===== config.mk =====
export PLATFORM = sky130hd
export DESIGN_NAME = xbar_perm_unit
export DESIGN_NICKNAME = d
export VERILOG_FILES = /design/src/rtl/xbar_perm_pkg.sv /design/src/rtl/xbar_perm_decode.sv /design/src/rtl/xbar_lane_sel.sv /design/src/rtl/xbar_perm_unit.sv
export SDC_FILE = /design/constraint.sdc
export NUM_CORES = 1
export LEC_CHECK = 0
export CAP_MARGIN = 10
export CORE_MARGIN = 2
export CORE_UTILIZATION = 60
export CTS_CLUSTER_DIAMETER = 30
export DETAILED_ROUTE_END_ITERATION = 8
export DONT_BUFFER_PORTS = 1
export PLACE_DENSITY = 0.76
export SETUP_SLACK_MARGIN = 0.02
export SLEW_MARGIN = 20
export SYNTH_ARGS = -nofsm -noshare
export SYNTH_HDL_FRONTEND = slang
export SYNTH_SLANG_ARGS = --single-unit

===== constraint.sdc =====
create_clock -name clk -period 4.3 [get_ports clk]
set_clock_uncertainty 0.2 [all_clocks]
set_input_delay 0.43 -clock clk [delete_from_list [all_inputs] [get_ports clk]]
set_output_delay 0.43 -clock clk [all_outputs]
set_load 0.02 [all_outputs]

===== src/rtl/xbar_perm_pkg.sv =====
package xbar_perm_pkg;

    typedef enum logic [1:0] {
        OPK_NONE = 2'd0,
        OPK_NIB  = 2'd1,
        OPK_BYTE = 2'd2
    } opk_e;

    // field mask covering funct7, funct3 and opcode
    localparam logic [31:0] ENC_MASK     = 32'hFE00_707F;
    localparam logic [31:0] ENC_NIB_PAT  = 32'h2800_2033;
    localparam logic [31:0] ENC_BYTE_PAT = 32'h2800_4033;

endpackage


===== src/rtl/xbar_perm_decode.sv =====
module xbar_perm_decode
    import xbar_perm_pkg::*;
(
    input  logic [31:0] insn,
    input  logic        ext_en,
    output opk_e        op
);
    logic [31:0] fields;

    always_comb begin
        fields = insn & ENC_MASK;
        op     = OPK_NONE;
        if (ext_en) begin
            if (fields == ENC_NIB_PAT) begin
                op = OPK_NIB;
            end else if (fields == ENC_BYTE_PAT) begin
                op = OPK_BYTE;
            end
        end
    end
endmodule


===== src/rtl/xbar_lane_sel.sv =====
module xbar_lane_sel #(
    parameter int XLEN = 32,
    parameter int EW   = 4
) (
    input  logic [XLEN-1:0] table_i,
    input  logic [XLEN-1:0] index_i,
    output logic [XLEN-1:0] perm_o
);
    localparam int LANES = XLEN / EW;

    for (genvar gl = 0; gl < LANES; gl++) begin : g_lane
        logic [EW-1:0] idx;
        logic [EW-1:0] pick;

        assign idx = index_i[gl*EW +: EW];

        // indices with no matching table slot leave pick at zero
        always_comb begin
            pick = '0;
            for (int k = 0; k < LANES; k++) begin
                if (idx == EW'(k)) begin
                    pick = table_i[k*EW +: EW];
                end
            end
        end

        assign perm_o[gl*EW +: EW] = pick;
    end
endmodule


===== src/rtl/xbar_perm_unit.sv =====
module xbar_perm_unit
    import xbar_perm_pkg::*;
#(
    parameter int XLEN = 32
) (
    input  logic            clk,
    input  logic            rst,
    input  logic            in_valid,
    input  logic            ext_en,
    input  logic [31:0]     insn,
    input  logic [XLEN-1:0] src_a,
    input  logic [XLEN-1:0] src_b,
    output logic            out_valid,
    output logic            out_illegal,
    output logic [XLEN-1:0] out_result
);
    typedef struct packed {
        logic            valid;
        logic            illegal;
        logic [XLEN-1:0] result;
    } stage_t;

    opk_e            op;
    logic [XLEN-1:0] nib_res;
    logic [XLEN-1:0] byte_res;
    stage_t          stage_d;
    stage_t          stage_q;

    xbar_perm_decode u_dec (
        .insn   (insn),
        .ext_en (ext_en),
        .op     (op)
    );

    xbar_lane_sel #(.XLEN(XLEN), .EW(4)) u_nib (
        .table_i (src_a),
        .index_i (src_b),
        .perm_o  (nib_res)
    );

    xbar_lane_sel #(.XLEN(XLEN), .EW(8)) u_byte (
        .table_i (src_a),
        .index_i (src_b),
        .perm_o  (byte_res)
    );

    always_comb begin
        stage_d         = '0;
        stage_d.valid   = in_valid;
        if (in_valid) begin
            unique case (op)
                OPK_NIB:  stage_d.result = nib_res;
                OPK_BYTE: stage_d.result = byte_res;
                default:  stage_d.illegal = 1'b1;
            endcase
        end
    end

    always_ff @(posedge clk) begin
        if (rst) begin
            stage_q <= '0;
        end else begin
            stage_q <= stage_d;
        end
    end

    assign out_valid   = stage_q.valid;
    assign out_illegal = stage_q.illegal;
    assign out_result  = stage_q.result;
endmodule


== Yosys cells after proc, flatten, opt, wreduce, memory -nomap -nowiden ==
Cells that the tools add are included.
W data, S select, Z words.

* Flip-flop bits (word level): 34
* Input bits: 100
* Word-level logic and storage cells: 175

* Eq/ne operators: 72
* Multiplexer cells: 85
* Bitwise gates (word level): 1
* Reduce and logical (&&, ||, !) cells: 14

{| class="wikitable"
|+ Operators with widths
! operator !! number
|-
| $mux W4 || 64
|-
| $eq A4 B3 Y1 const B || 32
|-
| $mux W8 || 16
|-
| $eq A4 B2 Y1 const B || 16
|-
| $eq A8 B2 Y1 const B || 8
|-
| $pmux W32 S2 || 1
|-
| $eq A17 B15 Y1 const B || 2
|-
| $eq A4 B1 Y1 const B || 8
|-
| $eq A8 B1 Y1 const B || 4
|-
| $logic_not A4 Y1 || 8
|-
| $logic_not A8 Y1 || 4
|-
| $mux W2 || 3
|-
| $reduce_or A2 Y1 || 2
|-
| $eq A2 B1 Y1 const B || 1
|-
| $eq A2 B2 Y1 const B || 1
|-
| $mux W1 || 1
|-
| $not A1 Y1 || 1
|}

== Logic depth before layout (Yosys ltp) ==
* Depth in word-level cells: 10
* Gate-level depth with buffers: 8

== Hierarchy ==
From an unflattened synthesis, not the netlist that was laid out.

* Cell total of the unflattened synthesis: 449
* Area, all modules: 4664.5 sq um

{| class="wikitable"
|+ Modules (own cells, without submodules)
! module !! times used !! cells an instance !! area each (sq um)
|-
| xbar_lane_sel (u_nib) || 1 || 247 || 2357.3
|-
| xbar_perm_unit || 1 || 115 || 1174.9
|-
| xbar_lane_sel (u_byte) || 1 || 80 || 1051.0
|-
| xbar_perm_decode || 1 || 7 || 81.3
|}

== Least setup slack after synthesis ==
Ideal clock, no wire load.

* Path kind: input-to-reg
* Start point: input insn[6]
* End point: register stage_q (netlist bit out_result[25])
* Library setup time: 0.092 ns
* Arrival time: 1.735 ns
* Slack: 2.273 ns
* Cell stages on the path: 5
* Cell sequence: nor4_4 -> nand3_2 -> or3_4 -> or2_4 -> o32ai_1

* Longest elaborated chain between the ends: 6
* Elaborated cells on any way between the ends: 8
* Classes of those cells: eq/ne: 4; mux: 4

{| class="wikitable"
|+ Ends and longest elaborated chain
! element !! line !! RTL
|-
| from (decl) || xbar_perm_unit.sv:10 || <nowiki>input logic [31:0] insn,</nowiki>
|-
| $eq A17 B15 Y1 || xbar_perm_decode.sv:16 || <nowiki>end else if (fields == ENC_BYTE_PAT) begin</nowiki>
|-
| $mux W2 || xbar_perm_decode.sv:16 ||
|-
| $mux W2 * || xbar_perm_decode.sv:14 || <nowiki>if (fields == ENC_NIB_PAT) begin</nowiki>
|-
| $mux W2 * || xbar_perm_decode.sv:13 || <nowiki>if (ext_en) begin</nowiki>
|-
| $eq A2 B2 Y1 / $eq A2 B1 Y1 (equally long branches) || xbar_perm_unit.sv:51 || <nowiki>unique case (op)</nowiki>
|-
| $pmux W32 S2 * || xbar_perm_unit.sv:51 ||
|-
| to (signal assigned) || xbar_perm_unit.sv:63 || <nowiki>stage_q <= stage_d;</nowiki>
|-
| to (decl) || xbar_perm_unit.sv:27 || <nowiki>stage_t stage_q;</nowiki>
|}

Mark *: on every way between the ends. The rest lies on a longest branch, timed or not.
A chain may end at the register's enable or synchronous reset.

== Final worst setup path ==
* Start point: input rst
* End point: register stage_q (netlist bit out_result[21])

* Longest elaborated chain between the ends: 1

{| class="wikitable"
|+ Ends and longest elaborated chain
! element !! line !! RTL
|-
| from (decl) || xbar_perm_unit.sv:7 || <nowiki>input logic rst,</nowiki>
|-
| $reduce_or A2 Y1 (no source line) || n/a ||
|}

No other way between the ends.

==> results.md <==
* Status: finished clean
* Peak Freq at around 410 MHz
* Clock root buffer: clkbuf_8
* Final slew viol count at 0
* Final Critical Period at 2.438 ns
* Post-CTS Setup Repair Bufs at 0
* First-pass GRT wire length at 23.85 mm
* Worst path slowest cell: nor2_1
* Area delta synth->final at -1.055%
* Synth Area in Simple Gates at 0.1812
* CP endpoint kind: flip-flop
* Num ports at about 130
* Final wirelength at 15.62 mm
* Period utilisation layout at 0.5670
* Sink Count at 34
* Post-CTS Resized at 0
* Clock Pin Slew Worst Setup and Hold Paths at approximately 0.080 ns
* Clk buf depth at 2
* Detailed Routing Iterations Pass 1 at 6
* Fin nets at between 600 and 700
* Post-DP HPWL at 10.31 mm
* Synth Net Count at 687
* Worst EP arrival at about 2.5 ns
* Initial DRC Count at approximately 640
* Synth unique cells at between 50 and 60
* CP peak stage delay at ~0.83 ns
* Die area at approximately 8000 um^2
* Hold_ws at roughly 0.043 ns
* Crit path cell chain: nand2b_1 > inv_1 > nand2_1 > nor2_1 > o311ai_0 > nand2_1
* Core outline area at ~7300 um^2
* CTS Buf Count at 5
* XOR/XNOR Fraction of Synth Area at 0
* GPL Wtd Cong at around 0.9
* Yosys reg bits at 34
* RSZ-0062 raised after global routing: no
* Hold_buf cts at 0
* Number of port buffers at 0
* DRC Markers at 0
* Synth Area in Compound Gates at 0.2717
* Number of synthesized flops with an enable pin at 0
* TritonCTS clock tree: yes
* Hold Crit Class: in2reg
* Max transition margin at 0.2962
* Initial Util at 0.6215
* Avg Inst Size Synth at between 7 and 8 um^2
* Critical-path maximum fanout at 12
* Drt via density at a little under 8
* Netlist Area Pre-Place at about 4500 um^2
* Routed via count at between 4000 and 5000
* Largest net degree at the start of global routing at 33
* Worst vdd rail ir drop at between 0.1 and 0.15 mV
* Setup TNS at 0 ns
* CP startpoint: rst
* Pwr Density at approximately 190 nW/um^2
* Mux cell area share after synthesis at 0.3011
* Main combinational cell family by area after synthesis: multiplexers
* Final setup vio count at 0
* WP data required at approximately 4.3 ns
* Final Hold Violating Endpoints at 0
* H-tree depth at 2
* Async SR Flop Fraction at 0
* CP endpoint: out_result[21]$_SDFF_PP0_
* Vias in the first global route at around 4400
* Layout cells sized above 1 at 0.1338
* Seq/Total Area, Yosys at 0.1510
* Main flop type after synthesis: dfxtp_1
* Die H at 90.68 um
* Cells after Synth at ~590
* DR WL/cell at 25.11 um
* Slew @ Worst Pin at ~1.1 ns
* Leakage at 0.001600 uW
* Antenna violations before repair at 0
* Die Wd at between 90 and 100 um
* Synthesized-area fraction occupied by adder cells at 0
* Site row count at 31
* Cell mode on critical path: nand2_1
* Max-Cap Viols at 0
* ANT nets after route at 0
* Syn. warnings at 0
* Antenna cell count at 0
* Crit Path Class: in2reg
* Startpoint types: input port
* Grt ovf at 0
* Aggregate global-route resource usage at 0.3706
==> sequential cells by signal, indices dropped and copies added (netlist names) <==
name         cells
out_result      32
out_valid        1
out_illegal      1
==> where the power goes <==
part	internal, uW	switching [uW]
clock	162	133
combinational	144	89.8
sequential	316	1.68
total	622	224
==> Yosys cell counts (5+ instances only) <==
master,count,area [um^2]
o211ai_1,8,60.06
a21oi_1,32,160.2
a22oi_1,7,52.55
o32ai_1,10,87.58
buf_1,6,22.52
buf_2,8,40.04
dfxtp_1,34,680.7
nor4_1,6,37.54
nand2_1,57,214.0
mux4_2,46,1036
mux2i_1,22,220.2
nand3_1,7,35.03
o21ai_0,86,430.4
nand2b_1,13,81.33
nor2_1,46,172.7
nor3_1,9,45.04
o221ai_1,5,43.79
nor2b_1,6,37.54
clkbuf_1,57,214.0
inv_1,39,146.4
o22ai_1,18,112.6
mux2_2,9,101.4
==> worst max-delay path, delay by kind of cell <==
kind	cells	cell delay [ns]
AOI/OAI and AO/OA	1	0.35
buffers and inverters	1	0.33
and+or+nand+nor	4	1.36
==> final cells by class <==
type / count / area [um^2]
clock buffer: 8 / 110.1
fill: 675 / 2793
inverter: 39 / 146.4
multi-input combinational: 442 / 3400
sequential: 34 / 680.7
tap: 99 / 123.9
==> through the flow <==
| step | area (um^2) | std cells | util | power, uW | worst slack [ns] |
|---|---|---|---|---|---|
| floorplan | 4508 | 587 | - | 598.5 | 2.273 |
| global placement | 4350 | 614 | 0.5998 | 547.4 | 1.782 |
| detailed placement | 4350 | 614 | 0.5998 | 553.3 | 1.666 |
| CTS | 4461 | 622 | 0.6150 | 848.9 | 1.967 |
| global route | 4461 | 622 | 0.6150 | 889.0 | 1.741 |
| finish | 4461 | 622 | 0.6150 | 846.0 | 1.862 |
==> logic make-up (layout without fill, tap and decap cells) <==
group	count (synthesis)	in the layout
AO/OA/AOI/OAI	199	199
AND/OR/NAND/NOR	166	166
buffers and inverters	111	47
multiplexers	77	77
flip-flops	34	34
==> worst min path at each step <==
stage	from	cells past startpoint	slack [ns]	to
2_1_floorplan	src_b[19]	1	0.33	out_result[16]$_SDFF_PP0_
3_3_place_gp	src_b[11]	1	0.35	out_result[10]$_SDFF_PP0_
3_5_place_dp	src_b[15]	1	0.35	out_result[12]$_SDFF_PP0_
4_1_cts	src_b[15]	1	0.04	out_result[12]$_SDFF_PP0_
5_1_grt	src_b[19]	1	0.03	out_result[16]$_SDFF_PP0_
6_report	src_b[19]	1	0.04	out_result[16]$_SDFF_PP0_
==> routing by layer <==
layer,vias up,part of all wire,GRT usage
li1,2060,-,-
met1,2213,0.35,0.4894
met2,490,0.44,0.5609
met3,72,0.17,0.09766
met4,0,0.048,0.1846
met5,-,0,0
==> layout by cell type, fill, tap and decap left out, types with 2 or more instances in the layout <==
cell type | synthesis | routed
o21ai_0 | 86 | 86
nand2_1 | 57 | 57
nor2_1 | 46 | 46
mux4_2 | 46 | 46
inv_1 | 39 | 39
dfxtp_1 | 34 | 34
a21oi_1 | 32 | 32
mux2i_1 | 22 | 22
o22ai_1 | 18 | 18
nand2b_1 | 13 | 13
o32ai_1 | 10 | 10
mux2_2 | 9 | 9
nor3_1 | 9 | 9
o211ai_1 | 8 | 8
clkbuf_8 | 0 | 8
a22oi_1 | 7 | 7
nand3_1 | 7 | 7
nor2b_1 | 6 | 6
nor4_1 | 6 | 6
o221ai_1 | 5 | 5
a21o_1 | 4 | 4
nand3b_1 | 3 | 3
nand4_1 | 3 | 3
o311ai_0 | 3 | 3
a32oi_1 | 3 | 3
a221o_1 | 3 | 3
o2bb2ai_1 | 3 | 3
and4b_1 | 2 | 2
and4bb_2 | 2 | 2
a222oi_1 | 2 | 2
o21a_1 | 2 | 2
a211oi_1 | 2 | 2
or3_1 | 2 | 2
o22a_1 | 2 | 2
a21boi_0 | 2 | 2
Note: power is estimated with default switching activity, not from simulation.
